File: src/rtl/ssp_pkg.sv
package ssp_pkg;

    localparam int PEAK_W = 9;

    typedef enum logic [1:0] {
        LVL_LOW  = 2'b00,
        LVL_MID  = 2'b01,
        LVL_HIGH = 2'b10,
        LVL_OPEN = 2'b11
    } spread_lvl_e;

    typedef struct packed {
        logic              range_hi;
        logic [PEAK_W-1:0] peak;
    } prof_cfg_t;

    // Peak down-spread magnitude in hundredths of a percent.
    function automatic logic [PEAK_W-1:0] peak_lookup(input spread_lvl_e lvl,
                                                      input logic [1:0] band);
        logic [PEAK_W-1:0] p;
        unique case (lvl)
            LVL_HIGH: begin
                unique case (band)
                    2'd0: p = 9'd300;
                    2'd1: p = 9'd270;
                    2'd2: p = 9'd250;
                    default: p = 9'd230;
                endcase
            end
            LVL_LOW: begin
                unique case (band)
                    2'd0: p = 9'd220;
                    2'd1: p = 9'd190;
                    2'd2: p = 9'd180;
                    default: p = 9'd170;
                endcase
            end
            default: begin
                unique case (band)
                    2'd0: p = 9'd70;
                    2'd1: p = 9'd60;
                    2'd2: p = 9'd60;
                    default: p = 9'd50;
                endcase
            end
        endcase
        return p;
    endfunction

endpackage

File: src/rtl/ssp_cfg_latch.sv
module ssp_cfg_latch
    import ssp_pkg::*;
(
    input  logic        clk,
    input  logic        load,
    input  logic [1:0]  lvl_sel,
    input  logic [1:0]  band,
    input  logic        range_hi,
    output prof_cfg_t   cfg_q
);
    prof_cfg_t cfg_d;

    always_comb begin
        cfg_d.range_hi = range_hi;
        cfg_d.peak     = peak_lookup(spread_lvl_e'(lvl_sel), band);
    end

    always_ff @(posedge clk) begin
        if (load) cfg_q <= cfg_d;
    end
endmodule

File: src/rtl/ssp_phase_ctr.sv
module ssp_phase_ctr #(
    parameter int LO_LOG2 = 8,
    parameter int HI_LOG2 = 9,
    localparam int PH_W   = HI_LOG2
) (
    input  logic            clk,
    input  logic            rst,
    input  logic            run,
    input  logic            range_hi,
    output logic [PH_W-1:0] phase,
    output logic            wrap
);
    localparam logic [PH_W-1:0] LAST_LO = PH_W'((1 << LO_LOG2) - 1);
    localparam logic [PH_W-1:0] LAST_HI = PH_W'((1 << HI_LOG2) - 1);

    logic [PH_W-1:0] last;

    assign last = range_hi ? LAST_HI : LAST_LO;
    assign wrap = run && (phase == last);

    always_ff @(posedge clk) begin
        if (rst || !run)  phase <= '0;
        else if (wrap)    phase <= '0;
        else              phase <= phase + 1'b1;
    end
endmodule

File: src/rtl/ssp_tri_shape.sv
module ssp_tri_shape
    import ssp_pkg::*;
#(
    parameter int LO_LOG2 = 8,
    parameter int HI_LOG2 = 9,
    localparam int PH_W   = HI_LOG2,
    localparam int PROD_W = PEAK_W + PH_W
) (
    input  logic [PH_W-1:0]   phase,
    input  prof_cfg_t         cfg,
    output logic [PEAK_W-1:0] mag
);
    localparam logic [PH_W:0] HALF_LO = (PH_W+1)'(1 << (LO_LOG2 - 1));
    localparam logic [PH_W:0] HALF_HI = (PH_W+1)'(1 << (HI_LOG2 - 1));

    logic [PH_W:0]   half;
    logic [PH_W:0]   k;
    logic [PROD_W:0] prod;
    logic [PROD_W:0] scaled;

    always_comb begin
        half = cfg.range_hi ? HALF_HI : HALF_LO;
        if ({1'b0, phase} <= half) k = {1'b0, phase};
        else                       k = (half << 1) - {1'b0, phase};
        prod   = (PROD_W+1)'(cfg.peak) * (PROD_W+1)'(k);
        scaled = cfg.range_hi ? (prod >> (HI_LOG2 - 1)) : (prod >> (LO_LOG2 - 1));
        mag    = scaled[PEAK_W-1:0];
    end
endmodule

File: src/rtl/ssp_profile_top.sv
module ssp_profile_top
    import ssp_pkg::*;
#(
    parameter int LO_LOG2 = 8,
    parameter int HI_LOG2 = 9,
    parameter int OFS_W   = 12
) (
    input  logic                    clk,
    input  logic                    rst,
    input  logic                    pd_n,
    input  logic [1:0]              lvl_sel,
    input  logic                    range_hi,
    input  logic [1:0]              band,
    output logic signed [OFS_W-1:0] offset,
    output logic                    mod_en,
    output logic                    ref_en
);
    localparam int PH_W = HI_LOG2;

    logic            run_q;
    logic            wrap;
    logic            load;
    logic [PH_W-1:0] phase;
    prof_cfg_t       cfg_q;
    logic [PEAK_W-1:0] mag;

    always_ff @(posedge clk) begin
        if (rst) run_q <= 1'b0;
        else     run_q <= pd_n;
    end

    assign load = rst || !run_q || wrap;

    ssp_cfg_latch u_cfg (
        .clk      (clk),
        .load     (load),
        .lvl_sel  (lvl_sel),
        .band     (band),
        .range_hi (range_hi),
        .cfg_q    (cfg_q)
    );

    ssp_phase_ctr #(.LO_LOG2(LO_LOG2), .HI_LOG2(HI_LOG2)) u_ph (
        .clk      (clk),
        .rst      (rst),
        .run      (run_q),
        .range_hi (cfg_q.range_hi),
        .phase    (phase),
        .wrap     (wrap)
    );

    ssp_tri_shape #(.LO_LOG2(LO_LOG2), .HI_LOG2(HI_LOG2)) u_tri (
        .phase (phase),
        .cfg   (cfg_q),
        .mag   (mag)
    );

    assign offset = run_q ? -$signed({{(OFS_W-PEAK_W){1'b0}}, mag}) : '0;
    assign mod_en = run_q;
    assign ref_en = run_q;
endmodule

File: config.mk
export PLATFORM = sky130hd
export DESIGN_NAME = ssp_profile_top
export DESIGN_NICKNAME = d
export VERILOG_FILES = /design/src/rtl/ssp_pkg.sv /design/src/rtl/ssp_cfg_latch.sv /design/src/rtl/ssp_phase_ctr.sv /design/src/rtl/ssp_tri_shape.sv /design/src/rtl/ssp_profile_top.sv
export SDC_FILE = /design/constraint.sdc
export NUM_CORES = 1
export LEC_CHECK = 0
export BUFFER_PORTS_ARGS = -buffer_cell sky130_fd_sc_hd__buf_4
export CAP_MARGIN = 20
export CELL_PAD_IN_SITES_DETAIL_PLACEMENT = 1
export CELL_PAD_IN_SITES_GLOBAL_PLACEMENT = 1
export CORE_MARGIN = 10
export CORE_UTILIZATION = 49
export DETAILED_ROUTE_END_ITERATION = 8
export MAX_ROUTING_LAYER = met4
export PLACE_DENSITY_LB_ADDON = 0.1
export SYNTH_ARGS = -nofsm -noshare
export SYNTH_HDL_FRONTEND = slang
export SYNTH_SLANG_ARGS = --single-unit
export TNS_END_PERCENT = 10
File: constraint.sdc
create_clock -name clk -period 9.2 [get_ports clk]
set_clock_uncertainty 0.15 [all_clocks]
set_input_delay 0.46 -clock clk [delete_from_list [all_inputs] [get_ports clk]]
set_output_delay 0.46 -clock clk [all_outputs]
set_load 0.02 [all_outputs]
==> metrics.txt <==
status=completed; Layout area overhead=7.259%; Max Cap Viol=0; complex-gate fraction of the synthesized area=12.62%; Max VDD drop=0.07934 mV; hold bufs inserted after CTS=0; Avg Inst Size Synth=8.709 sq um; slowest cell delay on critical path=600 ps; n_diodes=0; clock sink total=19; drt total wl=10.23 mm; Inserted Clock Buffers=3; Initial DRC Count=129; routability cong.=0.8307; post-synthesis xor/xnor area fraction=6.386%; largest net degree at the start of global routing=22; # port buffers=21; Slew Viols, Final=0; count leader, synth=inv_1; first-pass GRT wire length=17.98 mm; Worst Setup End Kind=output port; arrival time at the worst endpoint=7730 ps; asr flop ratio synth=0%; RSZ-0062 raised after global routing=no; remaining antenna violation count after routing=0; Yosys reg bits=19; crit path launch type=register; Synth area leader=fa_1; Post-synth EDFFs=9; DRT Pass-1 Iters=4; worst-path cell chain=inv_2, ha_1, o21bai_1, o41a_1, nor2_1, a21oi_1, nand2b_1, fa_1, fa_1, inv_1, fa_1, inv_1, fa_1, inv_1, ha_1, a21o_1, a21oi_2, a211oi_2, a311oi_2, and4b_1, nand2_1, xnor2_1, a21oi_1, buf_4; setup violators final=0; simple logic cell fraction of the synthesized area=23.86%; CTS tree=yes; Max Buffers Root-to-Sink=2; Wirelength per Cell=around 17 um; sequential-to-total area share from yosys stat=11.33%; Worst Tran Pin Value=around 800 ps; Pwr Density=75.27 nW/um^2; top post-synthesis cells by area=fa_1 (22%), ha_1 (14%), nor2b_1 (7.5%), inv_1 (6.9%), edfxtp_1 (6.5%); commonest register cell after synthesis=dfxtp_1; vias in the first global route=between 3000 and 4000; final worst-path cycle share=90.63%; Period minus WS final=8338 ps; Worst path top cell family by delay=adder cells; Die ar.=roughly 13000 sq um; chip width=112.1 um; post-synth net total=577; post-synthesis cell area=slightly above 4000 sq um; most frequent CP cell=fa_1; Post-Synth Adder-Cell Area=36.02%; share of cells above drive strength 1=just under 10%; Starting Density=between 50% and 60%; num rows=33; main combinational cell family by area after synthesis=adder cells; post-synthesis mux area share=1.506%; Congestion Overflow GR=0; core area=8217 sq um; setup TNS=0 ps; share of the synthesized area in the top cell type=22.17%; # H-tree levels=1; most frequent cells after synthesis=inv_1 (76), nor2b_1 (50), fa_1 (46), ha_1 (46), nor2_1 (26); mean number of vias per cell=5.567; Die H=~110 um; initial antenna violation count=0; post-DP HPWL=between 8 and 9 mm; final-stage net count=roughly 590; worst skew pair latency=270 ps; Post-Syn Instances=477; Yosys cell types=63; max_slew headroom=45.76%; Hold Crit Class=primary input to register; drc violations=0; Critical Path RT=8590 ps; number of I/O pins=22; final hold vios=0; YS warnings=0; detailed-route via count=3329; crit-path max FO=13; worst path bufs/invs=5; critical path class=register to output port; dpl cells=593; Worst-path clk slew=70 ps; cell leakage power=2.089 nW; Tot GR Track Use=17.39%; clock root cell=clkbuf_8; slowest cell on the critical path=edfxtp_1; count of non-filler cells in the finished layout=598; FMAX=0.1199 GHz
[registers in the layout, summed over array words and instances, names as in the netlist]
signal and cells:
u_cfg.cfg_q 9, u_ph.phase 9, mod_en 1
[placed cells by master (no fill, tap or decap), types with 4 or more instances in the layout]
master,count
and3_1,11
dfxtp_1,10
xor2_1,10
nand2b_1,12
o21ai_1,4
a31oi_1,6
inv_1,76
xnor2_1,14
a21oi_1,16
a21o_1,6
mux2i_1,4
buf_4,23
nor2_1,26
nand3_1,19
ha_1,46
fa_1,46
edfxtp_1,9
and2_1,11
o31ai_1,4
o21ai_0,6
a211oi_1,4
nor2b_1,50
nor3_1,9
nand2_1,12
[metrics by stage]
stage	instance area, sq um	worst slack (ps)	power, mW	hold WS [ps]	util (%)
final	4456	861.7	0.3354	204.0	54.23
after global routing	4456	280.4	0.3627	208.9	54.23
after CTS	4448	594.7	0.3385	201.5	54.13
after detailed placement	4403	922.3	0.2771	468.4	53.59
after global placement	4403	1095	0.2705	443.6	53.59
after floorplan	4154	2090	0.2271	381.6	-
[final timing paths]
| path | end | slack (ps) | startpoint | cells past startpoint |
|---|---|---|---|---|
| hold / removal | mod_en$_SDFF_PP0_ | 200 | rst | 2 |
| setup reg to reg | u_cfg.cfg_q[2]$_DFFE_PP_ | 7090 | u_cfg.cfg_q[9]$_DFFE_PP_ | 4 |
| hold reg to reg | u_ph.phase[8]$_SDFF_PP0_ | 480 | u_ph.phase[7]$_SDFF_PP0_ | 3 |
| setup / recovery | offset[6] | 860 | u_cfg.cfg_q[9]$_DFFE_PP_ | 24 |
[timing repair]
| action | in CTS | in global routing |
|---|---|---|
| hold endpoints to repair | 0 | 0 |
| endpoints found under the setup margin | 0 | 1 |
| setup buffers | 0 | 1 |
| resized for setup | 0 | 0 |
[report_power, final]
part           leakage [nW]  switching [mW]  internal (mW)  total, mW
sequential            0.173          0.0123         0.0934      0.106
clock                0.0228          0.0294         0.0310     0.0604
combinational          1.89          0.0971         0.0721      0.169
total                  2.09           0.139          0.196      0.335
[cells by family after synthesis]
| group | count (synthesis) |
|---|---|
| adders and majority gates | 92 |
| and+or+nand+nor | 172 |
| AOI/OAI and AO/OA | 72 |
| muxes | 6 |
| buffers and inverters | 89 |
| DFF | 19 |
| xor gates and xnor gates | 27 |
[layer usage]
metal / track usage [%] / up-vias / wire [um]
met5: - / - / 0
met4: 4.738 / 0 / 144
met3: 1.171 / 9 / 136
met2: 32.13 / 27 / 5468
met1: 19.78 / 1672 / 4480
li1: - / 1621 / -
[final cells by class]
cell class / instances / area, sq um
inverter: 77 / 289.0
multi-input combinational: 369 / 3339
sequential: 19 / 470.5
timing repair buffer: 24 / 180.2
tap: 105 / 131.4
clock buffer: 4 / 45.04
fill: 1012 / 3761
No activity file was read; power rests on OpenSTA's default activity.
